**src/rtl/mac_pause_pkg.sv**
```systemverilog
package mac_pause_pkg;
   localparam int BYTE_W     = 8;
   localparam int ADDR_BYTES = 6;
   localparam int OFS_TYPE   = 12;
   localparam int OFS_OP     = 14;
   localparam int OFS_QNT    = 16;
   localparam int WORD_BYTES = 2;
   localparam int NUM_WORDS  = 3;
   localparam int LAST_POS   = OFS_QNT + WORD_BYTES;
   localparam int POS_W      = $clog2(LAST_POS + 1);

   typedef enum logic [1:0] {
      VERDICT_NONE   = 2'd0,
      VERDICT_REJECT = 2'd1,
      VERDICT_PAUSE  = 2'd2
   } verdict_e;
endpackage

```
**src/rtl/mac_pause_pos.sv**
```systemverilog
module mac_pause_pos #(
   parameter int LIMIT = 18,
   parameter int CNT_W = 5
) (
   input  logic             clk,
   input  logic             rst_n,
   input  logic             byte_valid,
   input  logic             restart,
   input  logic             close,
   output logic             take,
   output logic             open,
   output logic [CNT_W-1:0] pos,
   output logic [CNT_W-1:0] count
);
   generate
      if ((1 << CNT_W) <= LIMIT) begin : g_bad_width
         $error("mac_pause_pos: CNT_W too small for LIMIT");
      end
   endgenerate

   assign take = byte_valid && (open || restart);
   assign pos  = restart ? '0 : count;

   always_ff @(posedge clk) begin
      if (!rst_n) begin
         count <= '0;
         open  <= 1'b0;
      end else if (byte_valid && restart) begin
         count <= CNT_W'(1);
         open  <= 1'b1;
      end else if (close) begin
         count <= '0;
         open  <= 1'b0;
      end else if (take && count != CNT_W'(LIMIT)) begin
         count <= count + 1'b1;
      end
   end

   p_count_bound_r7: assert property (@(posedge clk) disable iff (!rst_n)
      count <= CNT_W'(LIMIT));
   p_close_clears_r11: assert property (@(posedge clk) disable iff (!rst_n)
      (close && !(byte_valid && restart)) |=> (!open && count == '0));
endmodule

```
**src/rtl/mac_pause_addr.sv**
```systemverilog
module mac_pause_addr #(
   parameter int DATA_W     = 8,
   parameter int ADDR_BYTES = 6,
   parameter int CNT_W      = 5,
   parameter logic [ADDR_BYTES*DATA_W-1:0] ADDR = '0
) (
   input  logic              clk,
   input  logic              rst_n,
   input  logic              take,
   input  logic              first,
   input  logic              close,
   input  logic [CNT_W-1:0]  pos,
   input  logic [DATA_W-1:0] data,
   output logic              match
);
   localparam int ADDR_W = ADDR_BYTES * DATA_W;

   logic [ADDR_BYTES-1:0] hit;
   logic                  sel;

   for (genvar g = 0; g < ADDR_BYTES; g++) begin : g_cmp
      assign hit[g] = (data == ADDR[ADDR_W-1-g*DATA_W -: DATA_W]);
   end

   always_comb begin
      sel = 1'b0;
      for (int i = 0; i < ADDR_BYTES; i++) begin
         if (pos == CNT_W'(i)) sel = hit[i];
      end
   end

   always_ff @(posedge clk) begin
      if (!rst_n) begin
         match <= 1'b0;
      end else if (take && first) begin
         match <= hit[0];
      end else if (close) begin
         match <= 1'b0;
      end else if (take && pos < CNT_W'(ADDR_BYTES)) begin
         match <= match & sel;
      end
   end

   p_match_needs_first_r2: assert property (@(posedge clk) disable iff (!rst_n)
      (close && !(take && first)) |=> !match);
endmodule

```
**src/rtl/mac_pause_fields.sv**
```systemverilog
module mac_pause_fields #(
   parameter int DATA_W     = 8,
   parameter int WORD_BYTES = 2,
   parameter int NUM_WORDS  = 3,
   parameter int BASE       = 12,
   parameter int CNT_W      = 5
) (
   input  logic                                  clk,
   input  logic                                  rst_n,
   input  logic                                  take,
   input  logic [CNT_W-1:0]                      pos,
   input  logic [DATA_W-1:0]                     data,
   output logic [NUM_WORDS-1:0][WORD_BYTES*DATA_W-1:0] words
);
   for (genvar f = 0; f < NUM_WORDS; f++) begin : g_word
      for (genvar b = 0; b < WORD_BYTES; b++) begin : g_byte
         localparam int P  = BASE + f*WORD_BYTES + b;
         localparam int HI = (WORD_BYTES - b) * DATA_W - 1;
         always_ff @(posedge clk) begin
            if (!rst_n) begin
               words[f][HI -: DATA_W] <= '0;
            end else if (take && pos == CNT_W'(P)) begin
               words[f][HI -: DATA_W] <= data;
            end
         end
      end
   end
endmodule

```
**src/rtl/mac_pause_detect.sv**
```systemverilog
module mac_pause_detect
   import mac_pause_pkg::*;
#(
   parameter int          DATA_W       = 8,
   parameter logic [47:0] PAUSE_ADDR   = 48'h0180_C200_0001,
   parameter logic [15:0] CTRL_TYPE    = 16'h8808,
   parameter logic [15:0] PAUSE_OPCODE = 16'h0001
) (
   input  logic              clk,
   input  logic              rst_n,
   input  logic              rx_valid,
   input  logic [DATA_W-1:0] rx_data,
   input  logic              rx_sof,
   input  logic              rx_eof,
   input  logic              full_duplex,
   input  logic              rx_fc_en,
   output logic              frame_reject,
   output logic              pause_valid,
   output logic [15:0]       pause_quanta
);
   localparam int WORD_W = WORD_BYTES * DATA_W;

   generate
      if (DATA_W != BYTE_W) begin : g_bad_data
         $error("mac_pause_detect: byte path must be 8 bits");
      end
      if (WORD_W != 16) begin : g_bad_word
         $error("mac_pause_detect: control words must be 16 bits");
      end
   endgenerate

   logic                                 take, open, da_hit;
   logic [POS_W-1:0]                     pos, count;
   logic [NUM_WORDS-1:0][WORD_W-1:0]     words;
   verdict_e                             verdict;

   mac_pause_pos #(.LIMIT(LAST_POS), .CNT_W(POS_W)) u_pos (
      .clk(clk), .rst_n(rst_n), .byte_valid(rx_valid), .restart(rx_sof),
      .close(rx_eof), .take(take), .open(open), .pos(pos), .count(count));

   mac_pause_addr #(.DATA_W(DATA_W), .ADDR_BYTES(ADDR_BYTES), .CNT_W(POS_W),
                    .ADDR(PAUSE_ADDR)) u_addr (
      .clk(clk), .rst_n(rst_n), .take(take), .first(rx_sof), .close(rx_eof),
      .pos(pos), .data(rx_data), .match(da_hit));

   mac_pause_fields #(.DATA_W(DATA_W), .WORD_BYTES(WORD_BYTES),
                      .NUM_WORDS(NUM_WORDS), .BASE(OFS_TYPE),
                      .CNT_W(POS_W)) u_fields (
      .clk(clk), .rst_n(rst_n), .take(take), .pos(pos), .data(rx_data),
      .words(words));

   always_comb begin
      verdict = VERDICT_NONE;
      if (rx_eof && full_duplex && rx_fc_en && open && da_hit &&
          count >= POS_W'(OFS_OP)) begin
         if (words[0] != CTRL_TYPE) begin
            verdict = VERDICT_REJECT;
         end else if (count >= POS_W'(LAST_POS) && words[1] == PAUSE_OPCODE) begin
            verdict = VERDICT_PAUSE;
         end
      end
   end

   always_ff @(posedge clk) begin
      if (!rst_n) begin
         frame_reject <= 1'b0;
         pause_valid  <= 1'b0;
         pause_quanta <= '0;
      end else begin
         frame_reject <= (verdict == VERDICT_REJECT);
         pause_valid  <= (verdict == VERDICT_PAUSE);
         if (verdict == VERDICT_PAUSE) pause_quanta <= words[2];
      end
   end

   p_gate_off_r1: assert property (@(posedge clk) disable iff (!rst_n)
      (rx_eof && !(full_duplex && rx_fc_en)) |=> !(pause_valid || frame_reject));
   p_reject_at_end_r3: assert property (@(posedge clk) disable iff (!rst_n)
      frame_reject |-> $past(rx_eof));
   p_pause_at_end_r4: assert property (@(posedge clk) disable iff (!rst_n)
      pause_valid |-> $past(rx_eof));
   p_single_pulse_r6: assert property (@(posedge clk) disable iff (!rst_n)
      pause_valid |=> !pause_valid);
   p_quanta_hold_r6: assert property (@(posedge clk) disable iff (!rst_n)
      !pause_valid |-> $stable(pause_quanta));
endmodule

```
**config.mk**
```make
export PLATFORM = sky130hd
export DESIGN_NAME = mac_pause_detect
export DESIGN_NICKNAME = d
export VERILOG_FILES = /design/src/rtl/mac_pause_pkg.sv /design/src/rtl/mac_pause_pos.sv /design/src/rtl/mac_pause_addr.sv /design/src/rtl/mac_pause_fields.sv /design/src/rtl/mac_pause_detect.sv
export SDC_FILE = /design/constraint.sdc
export NUM_CORES = 1
export LEC_CHECK = 0
export BUFFER_PORTS_ARGS = -buffer_cell sky130_fd_sc_hd__buf_2
export CORE_UTILIZATION = 65
export CTS_BUF_LIST = sky130_fd_sc_hd__clkbuf_8
export DETAILED_ROUTE_END_ITERATION = 7
export HOLD_SLACK_MARGIN = 0.08
export PLACE_DENSITY_LB_ADDON = 0.15
export SLEW_MARGIN = 20
export SYNTH_ARGS = -nofsm -noshare
export SYNTH_HDL_FRONTEND = slang
export SYNTH_SLANG_ARGS = --single-unit
```
**constraint.sdc**
```tcl
create_clock -name clk -period 4.2 [get_ports clk]
set_input_delay 0.84 -clock clk [delete_from_list [all_inputs] [get_ports clk]]
set_output_delay 0.84 -clock clk [all_outputs]
set_load 0.02 [all_outputs]
```
==> results of run 1 <==
flip-flops by register name, indices dropped and copies added, names as in the netlist:
name and flops:
u_fields.words 48, pause_quanta 16, u_pos.count 5, frame_reject 1, pause_valid 1, u_addr.match 1
u_pos.open 1
power by group through the flow:
stage | clock [uW] | combinational (uW) | sequential, uW
2_1_floorplan | 0 | 31.8 | 710
3_3_place_gp | 0 | 49.1 | 713
3_5_place_dp | 0 | 49.4 | 713
4_1_cts | 562 | 49.7 | 697
5_1_grt | 589 | 54.9 | 698
6_report | 550 | 50.3 | 697
cells in the final DEF (no fill, tap or decap), types with 3 or more instances in the layout:
cell / count
nor4_1: 5
mux2i_1: 64
nand4_1: 5
clkbuf_8: 11
nor2_1: 78
nor2b_1: 4
nand3_1: 3
inv_1: 3
o21ai_0: 4
buf_2: 32
dfxtp_1: 73
nor4b_1: 4
buf_4: 3
a21oi_1: 4
nand2_1: 12
cells by family after synthesis:
family / Yosys count / share of synthesized area (%)
AND/OR/NAND/NOR: 126 / 19.8
adder cells (fa/ha/maj): 2 / 0.825
AO/OA/AOI/OAI: 21 / 5.08
XOR/XNOR: 4 / 1.16
flip-flops: 73 / 48.2
buffers and inverters: 22 / 3.43
multiplexers: 65 / 21.5
through the flow:
step | total power (uW) | hold slack [ns]
2_1_floorplan | 742 | 0.452
3_3_place_gp | 762 | 0.465
3_5_place_dp | 763 | 0.472
4_1_cts | 1310 | 0.494
5_1_grt | 1340 | 0.520
6_report | 1300 | 0.491
worst min-delay path, delay by kind of cell, from the launching register on:
family | cells | cell delay (ns)
flip-flops | 1 | 0.33
multiplexers | 1 | 0.06
AND/OR/NAND/NOR | 1 | 0.07
path summary, 6_finish.rpt:
| check | from | to | slack [ns] | cells past startpoint |
|---|---|---|---|---|
| worst max register to register | u_pos.count[1] | pause_quanta[0] | 1.72 | 7 |
| worst max-delay path | u_pos.count[1] | pause_quanta[0] | 1.72 | 7 |
| worst min register to register | pause_quanta[2] | pause_quanta[2] | 0.49 | 2 |
| worst min-delay path | pause_quanta[2] | pause_quanta[2] | 0.49 | 2 |
layout make-up:
| class | instances | area share, % |
|---|---|---|
| inverter | 3 | 0.332 |
| clock buffer | 11 | 4.46 |
| timing repair buffer | 35 | 5.38 |
| sequential | 73 | 43.1 |
| clock inverter | 5 | 1.62 |
| tap | 52 | 1.92 |
| multi-input combinational | 218 | 43.2 |
routing by layer:
| metal | wire [um] | vias to the layer above |
|---|---|---|
| li1 | - | 1125 |
| met4 | 95 | 0 |
| met2 | 2900 | 80 |
| met3 | 369 | 9 |
| met5 | 0 | - |
| met1 | 2920 | 1072 |
==> flow_metrics.env, run 1 <==
export IMPL_start_kind="register"
export IMPL_switching_power_uw=285
export IMPL_nFillCells=320
export IMPL_fin_ws_ns=1.72
export IMPL_via_per_inst=5.76
export IMPL_async_flop_share_pct=0
export IMPL_synth_top_area_cell="dfxtp_1"
export IMPL_tritoncts="done"
export IMPL_num_rows=24
export IMPL_post_synth_num_cell_types=41
export IMPL_maxCapViolCount=0
export IMPL_cts_sinks=73
export IMPL_drtIter0Drc=193
export IMPL_numPortBuffers=32
export IMPL_antenna_left=0
export IMPL_routed_wl_um=6280
export IMPL_setup_viol_count_final=0
export IMPL_start_util_pct=68.7
export IMPL_arrival_ns=2.70
export IMPL_cts_resized_gates=0
export IMPL_grt_use_met2_pct=40.6
export IMPL_yosysSeqAreaShare_pct=48.2
export IMPL_antenna_found_initial=0
export IMPL_path_buf_inv=1
export IMPL_cts_buffers=9
export IMPL_ff_latch_area_um2=1460
export IMPL_grt_pass1_wl_um=10400
export IMPL_placed_cell_area_um2=3190
export IMPL_yosysWarningCount=0
export IMPL_synth_area_per_cell_um2=9.69
export IMPL_maxSlewViolCount=0
export IMPL_synthTopCellsByCount="nor2_1 (78), dfxtp_1 (73), mux2i_1 (64)"
export IMPL_dp_hpwl_um=4190
export IMPL_cp_required_ns=4.41
export IMPL_endpoint_kind="register"
export IMPL_fin_nets=357
export IMPL_crit_fanout=16
export IMPL_hold_viol_final=0
export IMPL_p_per_area_nw_per_um2=382
export IMPL_die_h_um=70.3
export IMPL_gr_total_overflow=0
export IMPL_num_antenna_cells=0
export IMPL_hold_buffers=0
export IMPL_max_freq_mhz=403
export IMPL_dp_cells=381
export IMPL_relSlewSlack_pct=42.5
export IMPL_hold_path_class="register to register"
export IMPL_path_clk_slew_ns=0.07
export IMPL_internal_power_uw=1010
export IMPL_ys_seq_elements=73
export IMPL_grt_busiest_layer="met2"
export IMPL_fin_util_pct=76.9
export IMPL_skew_ns=0.00672
export IMPL_post_cts_buffers=0
export IMPL_synth_edf_count=0
export IMPL_insertion_delay_ns=0.34
export IMPL_ios=33
export IMPL_cp_top_family="flip-flops"
export IMPL_min_period_over_period_pct=59.2
export IMPL_syn_nets=330
export IMPL_rsz0062_at_grt="no"
export IMPL_max_slew_worst_pin_slew_ns=0.858
export IMPL_critPathMaxStageDelay_ns=0.65
export IMPL_grt_util_met1_pct=36.0
export IMPL_cts_buffer_depth=2
export IMPL_slowest_stage="dfxtp_1"
export IMPL_cts_htree_levels=3
export IMPL_synth_area_top_cells="dfxtp_1 (48%), mux2i_1 (21%), nor2_1 (9.7%), clkbuf_1 (1.7%), nand2_1 (1.5%)"
export IMPL_p_leak_uw=0.00135
export IMPL_num_vias=2286
export IMPL_fin_crit_ns=2.48
export IMPL_drcViolationCount=0
export IMPL_multi_input_area_um2=1470
export IMPL_netlist_instances=313
export IMPL_crit_chain="ha_1, o211ai_4, a211o_1, nor4_4, buf_4, mux2i_1, nor2_1"
export IMPL_drtPass1Iterations=7
export IMPL_grt_max_degree=39
export IMPL_die_w_um=70.3
export IMPL_synthFlopType="dfxtp_1"
export IMPL_core_area_um2=4410
export IMPL_crit_type="register to register"
export IMPL_drive_gt1_share_pct=17.1
export IMPL_track_usage_pct=27.9
export IMPL_pre_cts_ws_ns=1.40
export IMPL_seqPwrFrac_pct=53.8
export IMPL_grt_pass1_vias=2155
export IMPL_die_area_um2=4940
export IMPL_final_instance_count_excl_fill=397
export IMPL_netlist_area_leader_share_pct=48.2
export IMPL_irDropWorstVdd_mv=0.299
export IMPL_final_cell_area_um2=3390
export IMPL_setup_tns_ns=0
export IMPL_power_frac_comb_pct=3.9
export IMPL_wl_per_cell_um=15.8
export IMPL_synth_most_common_cell="nor2_1"
export IMPL_status="finished clean"
export IMPL_clkPwrFrac_pct=42.4
export IMPL_root_buffer="clkbuf_8"
export IMPL_globalplace_congestion=0.896
export IMPL_p_sw_share_pct=22.0
export IMPL_met3_usage_pct=9.96
export IMPL_syn2layout_area_growth_pct=11.9
export IMPL_netlist_area_um2=3030
Power figures use the tool's default switching activity.
==> inputs of run 2 (changes only) <==
- CORE_UTILIZATION: 65 -> 60
- clock period: 4.2 -> 2.5 ns (I/O delays scaled with it)
==> flow_metrics.env, run 2 (synthesis gave the netlist of run 1 again) <==
export IMPL_core_area_um2=4790
export IMPL_pre_cts_ws_ns=0.267
export IMPL_insertion_delay_ns=0.35
export IMPL_ios=33
export IMPL_hold_path_class="input port to register"
export IMPL_status="finished clean"
export IMPL_num_antenna_cells=0
export IMPL_rsz0062_at_grt="no"
export IMPL_fin_nets=362
export IMPL_maxCapViolCount=0
export IMPL_drtPass1Iterations=5
export IMPL_fin_crit_ns=2.13
export IMPL_p_leak_uw=0.00139
export IMPL_drcViolationCount=0
export IMPL_top_register="u_fields.words"
export IMPL_largest_register_ffs=48
export IMPL_root_buffer="clkbuf_8"
export IMPL_endpoint_kind="register"
export IMPL_crit_fanout=16
export IMPL_crit_chain="nor4b_1, nand4_1, nor4_4, buf_12, mux2i_1, nor2_1"
export IMPL_antenna_left=0
export IMPL_track_usage_pct=27.0
export IMPL_start_kind="register"
export IMPL_grt_pass1_wl_um=10600
export IMPL_hold_viol_final=0
export IMPL_irDropWorstVdd_mv=0.560
export IMPL_tritoncts="done"
export IMPL_cts_htree_levels=3
export IMPL_die_h_um=73.1
export IMPL_syn2layout_area_growth_pct=14.8
export IMPL_antenna_found_initial=0
export IMPL_post_cts_buffers=0
export IMPL_cts_resized_gates=0
export IMPL_hold_buffers=0
export IMPL_final_cell_area_um2=3480
export IMPL_dp_cells=401
export IMPL_start_util_pct=63.3
export IMPL_slowest_stage="nor4b_1"
export IMPL_num_vias=2319
export IMPL_layout_common_cells="nor2_1 (78), dfxtp_1 (73), mux2i_1 (64)"
export IMPL_path_clk_slew_ns=0.08
export IMPL_p_per_area_nw_per_um2=637
export IMPL_max_freq_mhz=469
export IMPL_setup_tns_ns=0
export IMPL_via_per_inst=5.56
export IMPL_dp_hpwl_um=4270
export IMPL_placed_cell_area_um2=3270
export IMPL_crit_type="register to register"
export IMPL_cts_buffers=9
export IMPL_die_area_um2=5340
export IMPL_final_instance_count_excl_fill=417
export IMPL_grt_pass1_vias=2172
export IMPL_final_common_cell="nor2_1"
export IMPL_cts_sinks=73
export IMPL_min_period_over_period_pct=85.3
export IMPL_numPortBuffers=32
export IMPL_max_slew_worst_pin_slew_ns=0.552
export IMPL_setup_viol_count_final=0
export IMPL_drive_gt1_share_pct=18.6
export IMPL_critPathMaxStageDelay_ns=0.41
export IMPL_routed_wl_um=6490
export IMPL_die_w_um=73.1
export IMPL_skew_ns=0.00596
export IMPL_relSlewSlack_pct=63.1
export IMPL_num_rows=25
export IMPL_grt_max_degree=39
export IMPL_globalplace_congestion=0.867
export IMPL_cts_buffer_depth=2
export IMPL_wl_per_cell_um=15.6
export IMPL_cp_required_ns=2.72
export IMPL_maxSlewViolCount=0
export IMPL_reg_top3="u_fields.words (48), pause_quanta (16), u_pos.count (5)"
export IMPL_gr_total_overflow=0
export IMPL_fin_ws_ns=0.368
export IMPL_drtIter0Drc=153
export IMPL_arrival_ns=2.35
[run 2: worst paths after layout]
kind                      startpoint                 end  slack [ns]  depth (start not counted)
setup / recovery   u_fields.words[5]     pause_quanta[1]        0.37                          6
hold / removal                 rst_n        frame_reject        0.42                          3
setup reg to reg   u_fields.words[5]     pause_quanta[1]        0.37                          6
hold reg to reg   u_fields.words[24]  u_fields.words[24]        0.50                          2
[run 2: through the flow]
stage	power [uW]	utilization (%)	hold slack [ns]
after detailed placement	1290	68.3	0.480
after floorplan	1250	-	0.452
after global placement	1290	68.3	0.469
after CTS	2230	72.7	0.404
final	2220	72.7	0.418
after global routing	2300	72.7	0.405
[run 2: report_power, final]
group / switching, uW / leakage, uW / total (uW) / internal (uW)
Sequential: 2.50 / 0.000588 / 1170 / 1160
Clock: 458 / 0.000107 / 958 / 500
Combinational: 64.3 / 0.000693 / 93.3 / 29.1
[run 2: area by class of cell]
class | count | area [um2]
sequential | 73 | 1460
tap | 67 | 83.8
clock buffer | 10 | 138
fill | 384 | 1310
multi-input combinational | 218 | 1470
inverter | 3 | 11.3
clock inverter | 6 | 73.8
timing repair buffer | 40 | 245
[run 2: metal layers]
metal	track usage, %	vias to the layer above	share of wire (%)
met1	34.6	1121	46
met3	7.73	7	4.0
met2	44.0	47	49
met5	0	-	0
met4	7.84	0	1.1
li1	-	1144	-
[run 2: worst max-delay path: cells and delay by family, from the launching register on]
kind / cells / cell delay (ns)
buf+inv: 1 / 0.21
flops: 1 / 0.32
simple gates: 4 / 1.22
mux: 1 / 0.25
==> inputs of run 3 (changes only) <==
- ABC_AREA: default -> 1
- GPL_TIMING_DRIVEN: default -> 0
==> flow_metrics.env, run 3 <==
export IMPL_num_rows=25
export IMPL_layout_common_cells="nor2_1 (77), dfxtp_1 (73), nand2_1 (64)"
export IMPL_ys_seq_elements=73
export IMPL_hold_viol_final=0
export IMPL_p_per_area_nw_per_um2=595
export IMPL_antenna_found_initial=0
export IMPL_final_instance_count_excl_fill=541
export IMPL_num_antenna_cells=0
export IMPL_tritoncts="done"
export IMPL_drtPass1Iterations=4
export IMPL_arrival_ns=2.23
export IMPL_rsz0062_at_grt="no"
export IMPL_post_synth_num_cell_types=29
export IMPL_ff_latch_area_um2=1460
export IMPL_fin_util_pct=72.4
export IMPL_hold_path_class="input port to register"
export IMPL_synth_top_area_cell="dfxtp_1"
export IMPL_setup_viol_count_final=0
export IMPL_num_vias=2824
export IMPL_die_h_um=73.9
export IMPL_grt_pass1_vias=2483
export IMPL_netlist_area_leader_share_pct=47.2
export IMPL_maxCapViolCount=0
export IMPL_antenna_left=0
export IMPL_cts_sinks=73
export IMPL_insertion_delay_ns=0.35
export IMPL_setup_tns_ns=0
export IMPL_switching_power_uw=517
export IMPL_hold_buffers=0
export IMPL_final_common_cell="nor2_1"
export IMPL_crit_fanout=10
export IMPL_grt_util_met1_pct=36.3
export IMPL_dp_cells=525
export IMPL_path_clk_slew_ns=0.08
export IMPL_worstReg2RegStart="u_pos.count[0]"
export IMPL_synthFlopType="dfxtp_1"
export IMPL_yosysSeqAreaShare_pct=47.2
export IMPL_syn_nets=444
export IMPL_cp_required_ns=2.78
export IMPL_wl_per_cell_um=12.7
export IMPL_max_freq_mhz=513
export IMPL_die_w_um=73.9
export IMPL_cts_buffer_depth=2
export IMPL_grt_pass1_wl_um=11400
export IMPL_start_util_pct=63.9
export IMPL_power_frac_comb_pct=4.8
export IMPL_final_cell_area_um2=3510
export IMPL_synth_area_top_cells="dfxtp_1 (47%), nor2_1 (9.3%), o21ai_0 (8.6%), a21oi_1 (8.4%), nand2_1 (7.8%)"
export IMPL_start_kind="register"
export IMPL_grt_use_met2_pct=46.0
export IMPL_drive_gt1_share_pct=15.0
export IMPL_maxSlewViolCount=0
export IMPL_root_buffer="clkbuf_8"
export IMPL_die_area_um2=5450
export IMPL_status="finished clean"
export IMPL_p_leak_uw=0.00164
export IMPL_drtIter0Drc=176
export IMPL_synth_edf_count=0
export IMPL_endpoint_kind="register"
export IMPL_globalplace_congestion=0.849
export IMPL_via_per_inst=5.22
export IMPL_synthTopCellsByCount="nor2_1 (77), dfxtp_1 (73), nand2_1 (64)"
export IMPL_largest_register_ffs=48
export IMPL_cts_buffers=9
export IMPL_track_usage_pct=28.3
export IMPL_startpoint="u_pos.count[0]"
export IMPL_relSlewSlack_pct=68.6
export IMPL_clkPwrFrac_pct=39.2
export IMPL_max_slew_worst_pin_slew_ns=0.468
export IMPL_dp_hpwl_um=4810
export IMPL_yosysWarningCount=0
export IMPL_internal_power_uw=1570
export IMPL_nFillCells=410
export IMPL_core_area_um2=4850
export IMPL_numPortBuffers=31
export IMPL_post_cts_buffers=0
export IMPL_synth_area_per_cell_um2=7.26
export IMPL_fin_nets=486
export IMPL_cts_htree_levels=3
export IMPL_multi_input_area_um2=1330
export IMPL_synth_most_common_cell="nor2_1"
export IMPL_min_period_over_period_pct=78.0
export IMPL_netlist_instances=427
export IMPL_ios=33
export IMPL_syn2layout_area_growth_pct=13.3
export IMPL_irDropWorstVdd_mv=0.377
export IMPL_met3_usage_pct=7.68
export IMPL_routed_wl_um=6850
export IMPL_placed_cell_area_um2=3340
export IMPL_drcViolationCount=0
export IMPL_grt_busiest_layer="met2"
export IMPL_skew_ns=0.00823
export IMPL_top_register="u_fields.words"
export IMPL_async_flop_share_pct=0
export IMPL_seqPwrFrac_pct=56.0
export IMPL_crit_type="register to register"
export IMPL_cts_resized_gates=0
export IMPL_gr_total_overflow=0
export IMPL_holdCritStartpoint="rx_eof"
export IMPL_p_sw_share_pct=24.7
export IMPL_fin_crit_ns=1.95
export IMPL_reg_top3="u_fields.words (48), pause_quanta (16), u_pos.count (5)"
export IMPL_netlist_area_um2=3100
export IMPL_grt_max_degree=13
run 3: changes by cell type after synthesis, moves of 8 or more:
cell	delta
a21oi_1	+48
clkbuf_1	-8
inv_1	+44
mux2i_1	-64
nand2_1	+52
o21ai_0	+49
run 3: kinds of logic after synthesis:
family | Yosys count | share of synthesized area, %
compound gates | 110 | 18.3
xor+xnor | 1 | 0.283
fa+ha+maj | 2 | 0.808
buf+inv | 70 | 9.85
flops | 73 | 47.2
simple gates | 171 | 23.6
run 3: metrics by stage:
step	total power, uW	worst slack [ns]	hold slack (ns)
after floorplan	1250	0.905	0.424
after global placement	1290	0.622	0.436
after detailed placement	1300	0.584	0.437
after CTS	2100	0.521	0.438
after global routing	2170	0.365	0.443
final	2090	0.551	0.447
run 3: worst paths after layout:
path,slack (ns),to,depth (start not counted)
worst max-delay path,0.55,pause_quanta[9],10
worst min-delay path,0.45,u_pos.open,4
worst max register to register,0.55,pause_quanta[9],10
worst min register to register,0.45,u_fields.words[44],2
run 3: area by class of cell:
| class | count | share of cell area (%) |
|---|---|---|
| flip-flops and latches | 73 | 41.6 |
| multi-input cells | 284 | 37.9 |
| inverters | 54 | 5.88 |
| repair buffers | 31 | 4.42 |
| clock buffers | 10 | 3.92 |
| plain buffers | 16 | 2.82 |
| well taps | 67 | 2.39 |
| clock inverters | 6 | 0.998 |
run 3: power groups by stage:
stage                     clock network [uW]  logic (uW)  registers [uW]
after floorplan                            0        56.9            1200
after CTS                                830        99.0            1170
after detailed placement                   0        98.0            1200
after global placement                     0        96.6            1200
final                                    819         100            1170
after global routing                     890         110            1170
run 3: per-layer routing:
metal  part of all wire (%)  routed length (um)
met5                      0                   0
met3                    5.2                 355
met1                     46                3170
met2                     46                3170
met4                    2.2                 152
run 3: worst max-delay path, cell delays in order, from the launching register on:
cell      delay (ns)
dfxtp_1         0.50
inv_2           0.12
ha_1            0.21
nor2_1          0.10
nor2_1          0.06
o21ai_0         0.22
nor2_1          0.10
nand3b_2        0.17
buf_2           0.24
nor2_1          0.07
nor2_1          0.10
